==> src/rtl/gpio_port_pkg.sv <==
package gpio_port_pkg;

  localparam int unsigned REG_ADDR_W = 3;

  typedef enum logic [REG_ADDR_W-1:0] {
    SEL_LEVEL = 3'd0,
    SEL_DRIVE = 3'd1,
    SEL_DIR   = 3'd2,
    SEL_ALT   = 3'd3,
    SEL_FLAG  = 3'd4,
    SEL_EN    = 3'd5,
    SEL_POL   = 3'd6,
    SEL_NONE  = 3'd7
  } reg_sel_e;

  // polarity 0: rising edge, polarity 1: falling edge
  function automatic logic edge_event(input logic now_lvl, input logic old_lvl,
                                      input logic falling);
    return falling ? (old_lvl & ~now_lvl) : (now_lvl & ~old_lvl);
  endfunction

  // next flag value: edge wins over a software write
  function automatic logic flag_next(input logic cur, input logic wr,
                                     input logic wbit, input logic hit);
    return hit | (wr ? wbit : cur);
  endfunction

endpackage

==> src/rtl/pin_sync.sv <==
module pin_sync #(
  parameter int unsigned WIDTH  = 8,
  parameter int unsigned STAGES = 2
) (
  input  logic             clk,
  input  logic             rst_n,
  input  logic [WIDTH-1:0] async_in,
  output logic [WIDTH-1:0] sync_out
);
  logic [WIDTH-1:0] chain [STAGES];

  generate
    for (genvar s = 0; s < STAGES; s++) begin : g_stage
      if (s == 0) begin : g_first
        always_ff @(posedge clk or negedge rst_n) begin
          if (!rst_n) chain[s] <= '0;
          else        chain[s] <= async_in;
        end
      end else begin : g_next
        always_ff @(posedge clk or negedge rst_n) begin
          if (!rst_n) chain[s] <= '0;
          else        chain[s] <= chain[s-1];
        end
      end
    end
  endgenerate

  assign sync_out = chain[STAGES-1];
endmodule

==> src/rtl/edge_detect.sv <==
module edge_detect import gpio_port_pkg::*; #(
  parameter int unsigned WIDTH = 8
) (
  input  logic             clk,
  input  logic             rst_n,
  input  logic [WIDTH-1:0] level,
  input  logic [WIDTH-1:0] falling_sel,
  output logic [WIDTH-1:0] hit
);
  logic [WIDTH-1:0] level_d;

  always_ff @(posedge clk or negedge rst_n) begin
    if (!rst_n) level_d <= '0;
    else        level_d <= level;
  end

  generate
    for (genvar i = 0; i < WIDTH; i++) begin : g_pin
      assign hit[i] = edge_event(level[i], level_d[i], falling_sel[i]);
    end
  endgenerate
endmodule

==> src/rtl/flag_bank.sv <==
module flag_bank import gpio_port_pkg::*; #(
  parameter int unsigned WIDTH = 8
) (
  input  logic             clk,
  input  logic             rst_n,
  input  logic [WIDTH-1:0] hit,
  input  logic             wr_en,
  input  logic [WIDTH-1:0] wr_data,
  input  logic [WIDTH-1:0] enable,
  output logic [WIDTH-1:0] flag,
  output logic             irq
);
  logic [WIDTH-1:0] flag_d;

  generate
    for (genvar i = 0; i < WIDTH; i++) begin : g_flag
      assign flag_d[i] = flag_next(flag[i], wr_en, wr_data[i], hit[i]);
    end
  endgenerate

  always_ff @(posedge clk or negedge rst_n) begin
    if (!rst_n) flag <= '0;
    else        flag <= flag_d;
  end

  assign irq = |(flag & enable);

  // every detected edge leaves its flag set, even against a clearing write
  assert_edge_sets_R5: assert property (@(posedge clk) disable iff (!rst_n)
    (hit != '0) |=> ((flag & $past(hit)) == $past(hit)));

  // a flag only rises from an edge or from a write of 1
  assert_no_spurious_R6: assert property (@(posedge clk) disable iff (!rst_n)
    1'b1 |=> ((flag & ~$past(flag) & ~$past(hit)
               & ~($past(wr_en) ? $past(wr_data) : '0)) == '0));
endmodule

==> src/rtl/gpio_irq_port.sv <==
module gpio_irq_port import gpio_port_pkg::*; #(
  parameter int unsigned PIN_COUNT   = 8,
  parameter int unsigned SYNC_STAGES = 2
) (
  input  logic                  clk,
  input  logic                  rst_n,
  input  logic [REG_ADDR_W-1:0] bus_addr,
  input  logic                  bus_wr,
  input  logic [PIN_COUNT-1:0]  bus_wdata,
  output logic [PIN_COUNT-1:0]  bus_rdata,
  input  logic [PIN_COUNT-1:0]  pad_in,
  output logic [PIN_COUNT-1:0]  pad_out,
  output logic [PIN_COUNT-1:0]  pad_oe,
  input  logic [PIN_COUNT-1:0]  periph_out,
  input  logic [PIN_COUNT-1:0]  periph_oe,
  output logic [PIN_COUNT-1:0]  periph_in,
  output logic                  irq
);
  reg_sel_e sel;
  logic [PIN_COUNT-1:0] drive_q, dir_q, alt_q, en_q, pol_q;
  logic [PIN_COUNT-1:0] level, edge_hit, flag_q;
  logic flag_wr;

  assign sel     = reg_sel_e'(bus_addr);
  assign flag_wr = bus_wr && (sel == SEL_FLAG);

  always_ff @(posedge clk or negedge rst_n) begin
    if (!rst_n) begin
      drive_q <= '0;
      dir_q   <= '0;
      alt_q   <= '0;
      en_q    <= '0;
      pol_q   <= '0;
    end else if (bus_wr) begin
      case (sel)
        SEL_DRIVE: drive_q <= bus_wdata;
        SEL_DIR:   dir_q   <= bus_wdata;
        SEL_ALT:   alt_q   <= bus_wdata;
        SEL_EN:    en_q    <= bus_wdata;
        SEL_POL:   pol_q   <= bus_wdata;
        default:   ;
      endcase
    end
  end

  pin_sync #(.WIDTH(PIN_COUNT), .STAGES(SYNC_STAGES)) u_sync (
    .clk(clk), .rst_n(rst_n), .async_in(pad_in), .sync_out(level));

  edge_detect #(.WIDTH(PIN_COUNT)) u_edge (
    .clk(clk), .rst_n(rst_n), .level(level), .falling_sel(pol_q), .hit(edge_hit));

  flag_bank #(.WIDTH(PIN_COUNT)) u_flags (
    .clk(clk), .rst_n(rst_n), .hit(edge_hit), .wr_en(flag_wr),
    .wr_data(bus_wdata), .enable(en_q), .flag(flag_q), .irq(irq));

  generate
    for (genvar i = 0; i < PIN_COUNT; i++) begin : g_pad
      assign pad_out[i] = alt_q[i] ? periph_out[i] : drive_q[i];
      assign pad_oe[i]  = alt_q[i] ? periph_oe[i]  : dir_q[i];
    end
  endgenerate

  assign periph_in = level;

  always_comb begin
    case (sel)
      SEL_LEVEL: bus_rdata = level;
      SEL_DRIVE: bus_rdata = drive_q;
      SEL_DIR:   bus_rdata = dir_q;
      SEL_ALT:   bus_rdata = alt_q;
      SEL_FLAG:  bus_rdata = flag_q;
      SEL_EN:    bus_rdata = en_q;
      SEL_POL:   bus_rdata = pol_q;
      default:   bus_rdata = '0;
    endcase
  end

  // cycles since reset, used so the delay check never looks before reset
  logic [1:0] since_rst;
  always_ff @(posedge clk or negedge rst_n) begin
    if (!rst_n)                 since_rst <= '0;
    else if (since_rst != 2'd3) since_rst <= since_rst + 2'd1;
  end

  generate
    if (SYNC_STAGES == 2) begin : g_sync_chk
      assert_sync_delay_R2: assert property (@(posedge clk) disable iff (!rst_n)
        (since_rst >= 2'd2) |-> (level == $past(pad_in, 2)));
    end
  endgenerate

  // a direction write shows on the enables of I/O-owned pins next cycle
  assert_dir_to_pad_R3: assert property (@(posedge clk) disable iff (!rst_n)
    (bus_wr && sel == SEL_DIR && alt_q == '0) |=> (pad_oe == $past(bus_wdata)));

  // clearing all enables removes the request next cycle
  assert_irq_drop_R7: assert property (@(posedge clk) disable iff (!rst_n)
    (bus_wr && sel == SEL_EN && bus_wdata == '0) |=> !irq);
endmodule

==> config.mk <==
export PLATFORM = sky130hd
export DESIGN_NAME = gpio_irq_port
export DESIGN_NICKNAME = d
export VERILOG_FILES = /design/src/rtl/gpio_port_pkg.sv /design/src/rtl/pin_sync.sv /design/src/rtl/edge_detect.sv /design/src/rtl/flag_bank.sv /design/src/rtl/gpio_irq_port.sv
export SDC_FILE = /design/constraint.sdc
export NUM_CORES = 1
export LEC_CHECK = 0
export BUFFER_PORTS_ARGS = -buffer_cell sky130_fd_sc_hd__buf_2
export CAP_MARGIN = 40
export CELL_PAD_IN_SITES_DETAIL_PLACEMENT = 1
export CELL_PAD_IN_SITES_GLOBAL_PLACEMENT = 2
export CORE_ASPECT_RATIO = 0.5
export CORE_MARGIN = 5
export CORE_UTILIZATION = 37
export CTS_CLUSTER_DIAMETER = 50
export DETAILED_ROUTE_END_ITERATION = 12
export PLACE_DENSITY_LB_ADDON = 0.12
export SLEW_MARGIN = 10
export SYNTH_ARGS = -nofsm -noshare
export SYNTH_HDL_FRONTEND = slang
export SYNTH_HIERARCHICAL = 1
export SYNTH_SLANG_ARGS = --single-unit
==> constraint.sdc <==
create_clock -name clk -period 1.5 [get_ports clk]
set_input_delay 0 -clock clk [delete_from_list [all_inputs] [get_ports clk]]
set_output_delay 0 -clock clk [all_outputs]
set_load 0.02 [all_outputs]
## Word-level counts from Yosys, hierarchy flattened

Index checks and enable logic that the tools add are counted.

| word-level totals | value |
|---|---|
| output and inout port bits | 33 |
| bits in registers | 72 |

| operators by class | value |
|---|---|
| reduce and logical (&&, ||, !) cells | 8 |
| equality and inequality tests | 6 |
| bitwise gates (word level) | 41 |
| mux-type cells | 33 |

Operator list:

| cell | count |
|---|---|
| $pmux W8 S7 | 1 |
| $mux W1 | 32 |
| $and A1 B1 Y1 | 16 |
| $not A1 Y1 | 16 |
| $reduce_and A2 Y1 | 5 |
| $eq A3 B3 Y1 const B | 3 |
| $and A8 B8 Y8 | 1 |
| $or A1 B1 Y1 | 8 |
| $reduce_or A8 Y1 | 1 |
| $eq A3 B2 Y1 const B | 2 |
| $eq A3 B1 Y1 const B | 1 |
| $logic_not A3 Y1 | 1 |
| $logic_and A1 B1 Y1 | 1 |

## Depth between registers and ports, before layout

| depth | value |
|---|---|
| word-level depth | 4 |
| mapped depth | 7 |

## Hierarchy

The synthesis kept the hierarchy.

Modules (own cells, without submodules):

| module | cells an instance | times used | area each (sq um) |
|---|---|---|---|
| gpio_irq_port | 172 | 1 | 2301.0 |
| pin_sync | 24 | 1 | 460.4 |
| edge_detect | 32 | 1 | 376.6 |
| flag_bank | 30 | 1 | 375.4 |

## Least setup slack after synthesis

No wires, ideal clock.

| timing | value |
|---|---|
| path type | input to register |
| start point | in bus_addr[0] |
| end point | reg u_flags.flag[3] |
| path slack | -99 ps |
| path buffers | 4 |
| data required time | 1376 ps |
| library setup time | 124 ps |
| arrival | 1476 ps |
| stages | 7 |
| cells stage by stage | buf_4 -> buf_4 -> buf_2 -> nor3b_1 -> buf_6 -> nor2b_1 -> a211o_1 |

| between the ends | value |
|---|---|
| longest elaborated chain between the ends | 4 |

RTL lines:

| element | RTL line | RTL |
|---|---|---|
| start: declaration | gpio_irq_port.sv:7 | `input logic [REG_ADDR_W-1:0] bus_addr,` |
| $eq A3 B3 Y1 | gpio_irq_port.sv:25 | `assign flag_wr = bus_wr && (sel == SEL_FLAG);` |
| $logic_and A1 B1 Y1 | gpio_irq_port.sv:25 |  |
| net flag_wr | gpio_irq_port.sv:22 | `logic flag_wr;` |
| $mux W1 | gpio_port_pkg.sv:25 | `return hit \| (wr ? wbit : cur);` |
| $or A1 B1 Y1 | gpio_port_pkg.sv:25 |  |
| net u_flags.flag_d[3] | flag_bank.sv:13 | `logic [WIDTH-1:0] flag_d;` |
| end signal: assignment | flag_bank.sv:23 | `else flag <= flag_d;` |
| end: declaration | flag_bank.sv:10 | `output logic [WIDTH-1:0] flag,` |

The timed path passes the listed nets, and every way through them passes these cells.
A chain may end at the register's enable or synchronous reset.

## Worst setup path in the final report

| timing | value |
|---|---|
| start point | reg dir_q[4] |
| end point | out bus_rdata[4] |

| between the ends | value |
|---|---|
| longest elaborated chain between the ends | 1 |

RTL lines:

| element | RTL line | RTL |
|---|---|---|
| start: declaration | gpio_irq_port.sv:20 | `logic [PIN_COUNT-1:0] drive_q, dir_q, alt_q, en_q, pol_q;` |
| start signal: assignment | gpio_irq_port.sv:37 | `SEL_DIR: dir_q <= bus_wdata;` |
| $pmux W8 S7 | gpio_irq_port.sv:66 | `case (sel)` |
| end: declaration | gpio_irq_port.sv:10 | `output logic [PIN_COUNT-1:0] bus_rdata,` |

Every way passes these cells.

==> results.json <==
{
  "synth-seq-cells": 72,
  "hp-start": "bus_wdata[5]",
  "root_buffer": "clkbuf_16",
  "die_h_um": 78.9,
  "die_area_um2": 11700,
  "period_share": 1.07,
  "clkLatencyLatePin_ns": 0.34,
  "syn_area_per_cell_um2": 13.6,
  "wirelength_mm": 9.45,
  "grt_start_max_net_pins": 32,
  "h-tree-depth": 3,
  "syn_nets": 296,
  "yosysSeqAreaShare": 0.513,
  "first_pass_iters": 4,
  "drive_gt1_frac": 0.591,
  "hold_viol_final": 0,
  "grtUsageTotal": 0.170,
  "ys_top_cells_by_area": "dfrtp_1, mux2_2, mux2_4",
  "post-route-min-period_ns": 1.61,
  "cts.sinks": 72,
  "syn_to_final_growth_pct": 32.8,
  "clock.fmax_mhz": 622,
  "netlist_area_um2": 3510,
  "synth_top_cell_by_area": "dfrtp_1",
  "die_w_um": 148,
  "numCtsBuffers": 9,
  "slew_headroom": 0.654,
  "slew_viol_final": 0,
  "path_class": "reg2out",
  "startpoint_type": "register",
  "routed_via_density": 5.06,
  "ir_worst_vdd_v": 0.000551,
  "clk_pin_slew_worst_paths_ns": 0.06,
  "initial_core_util": 0.376,
  "clock_path_buffers": 2,
  "synth_top_area_share": 0.513,
  "dp_hpwl_mm": 6.71,
  "grt.overflow.total": 0,
  "final_area_um2": 4670,
  "cts_tree": "built",
  "ant_nets": 0,
  "num_vias": 2506,
  "tightest_slew_ns": 0.519,
  "violations": "negative setup slack",
  "yosysWarnings": 6,
  "yosys.cell_types.count": 33,
  "cap_violations": 0,
  "crit_path_max_fanout": 3,
  "total_leakage_power_nw": 2.14,
  "nNetsFinal": 407,
  "critPathLaunch": "dir_q[4]$_DFFE_PN0P_",
  "port_buffers": 70,
  "fin_ws_ns": -0.107,
  "fin_util": 0.499,
  "fillers": 973,
  "placed_area_um2": 4060,
  "regToRegStartpoint": "u_sync/sync_out[0]$_DFF_PN0_",
  "fin_skew_ns": 0.00729,
  "critPathCaptureType": "output port",
  "cp.required_ns": 1.50,
  "setup_viol": 1,
  "wl_per_cell_um": 19.1,
  "grt_pass1_wl_mm": 15.0,
  "syn_inst": 258,
  "first_global_vias": 2687,
  "antenna_cells": 0,
  "drt_first_iter_violations": 68,
  "routabilityCongestion": 0.777,
  "hold_path.class": "in2reg",
  "io_pins": 71,
  "coreArea_um2": 9350,
  "arrival_ns": 1.61,
  "grt_antenna_before_repair": 0,
  "rsz0062_at_grt": "yes",
  "cellPowerDensity_nw_per_um2": 1320,
  "rows": 25,
  "drc": 0,
  "outcome": "complete, but fails checks"
}
==> layer usage <==
| metal | share of wire | track usage |
|---|---|---|
| met5 | 0 | 0 |
| met4 | 0.011 | 0.0498 |
| met3 | 0.047 | 0.0473 |
| met2 | 0.46 | 0.271 |
| met1 | 0.48 | 0.229 |
==> final cells by class <==
cell class	count	area (um^2)	area share
multi-input cells	165	1610	0.345
inverters	1	3.75	0.000805
flip-flops and latches	72	1800	0.386
clock inverters	6	58.8	0.0126
clock buffers	10	239	0.0512
well taps	121	151	0.0324
repair buffers	120	802	0.172
==> power by group <==
part           switching [mW]  leakage [nW]  internal (mW)
sequential              0.263         0.837           2.24
combinational           0.685          1.15          0.825
clock                   0.818         0.152           1.32
==> stage by stage <==
step,power (mW),worst slack (ns),setup TNS (ns),hold WS [ns],cells
after floorplan,3.45,0.122,0,-0.296,258
after global placement,3.87,0.0198,0,-0.0637,453
after detailed placement,3.92,0.0486,0,-0.0669,453
after CTS,6.18,-0.124,-0.124,0.0143,493
after global routing,6.49,-0.154,-0.154,0.0348,495
final,6.16,-0.107,-0.107,0.0274,495
==> worst max-delay path, stage by stage, from the launching register on <==
cell and delay (ns):
dfrtp_1 0.40, mux4_2 0.46, mux2_4 0.29, buf_6 0.13
==> state kept, by name (all words and copies together), names as in the netlist <==
register         cells
alt_q                8
dir_q                8
drive_q              8
en_q                 8
pol_q                8
u_edge/level_d       8
u_flags/flag         8
u_sync/chain         8
u_sync/sync_out      8
==> worst paths after layout <==
| check | end | slack (ns) | depth (start not counted) |
|---|---|---|---|
| worst min register to register | u_sync/sync_out[6]$_DFF_PN0_ | 0.35 | 0 |
| worst min-delay path | u_flags/flag[5]$_DFF_PN0_ | 0.03 | 2 |
| worst max register to register | u_flags/flag[0]$_DFF_PN0_ | 0.36 | 4 |
| max in group asynchronous | pol_q[4]$_DFFE_PN0P_ | 0.81 | 3 |
| worst max-delay path | bus_rdata[4] | -0.11 | 3 |
| min in group asynchronous | u_sync/chain[14]$_DFF_PN0_ | 0.12 | 2 |
==> synth_stat cells <==
master and n:
nand2b_4 1, buf_6 5, clkinv_1 1, mux2_2 62, nand4_2 1, nand3b_1 2, nor3_2 1, clkbuf_1 2
mux2_4 8, or2_1 1, dfrtp_1 72, o21ai_0 2, a211o_2 6, buf_2 2, and3_1 6, nand4_1 1
o22ai_2 7, nor3b_1 2, o221ai_1 6, nor4bb_1 1, o21ai_1 1, nand2b_1 9, a22oi_1 4, a21oi_1 7
nand4b_2 1, buf_4 10, mux2i_1 9, a211o_1 2, nor2b_1 9, nand2_1 14, mux4_2 1, clkbuf_8 1
o32a_1 1
==> cells in the final DEF, fill, tap and decap left out, drive strengths merged, types with 8 or more instances in the layout <==
master / netlist / routed
mux2i: 9 / 9
buf: 17 / 104
nand2: 14 / 14
nand2b: 10 / 10
dfrtp: 72 / 72
mux2: 70 / 70
a211o: 8 / 8
clkbuf: 3 / 10
nor2b: 9 / 9
dlygate4sd3: 0 / 16
==> kinds of logic after synthesis <==
logic type / count (synthesis) / synth area share
AO/OA/AOI/OAI: 36 / 0.0876
buffers and inverters: 21 / 0.0474
flip-flops: 72 / 0.513
multiplexers: 80 / 0.265
AND/OR/NAND/NOR: 49 / 0.0872
==> repair_timing <==
action / 4_1_cts / 5_1_grt
setup buffers: 8 / 2
pin swaps: 1 / 7
gates resized for setup: 4 / 17
endpoints found under the setup margin: 7 / 8
hold endpoints to repair: 112 / 0
hold buffers: 16 / 0
No activity file was read; power rests on OpenSTA's default activity.
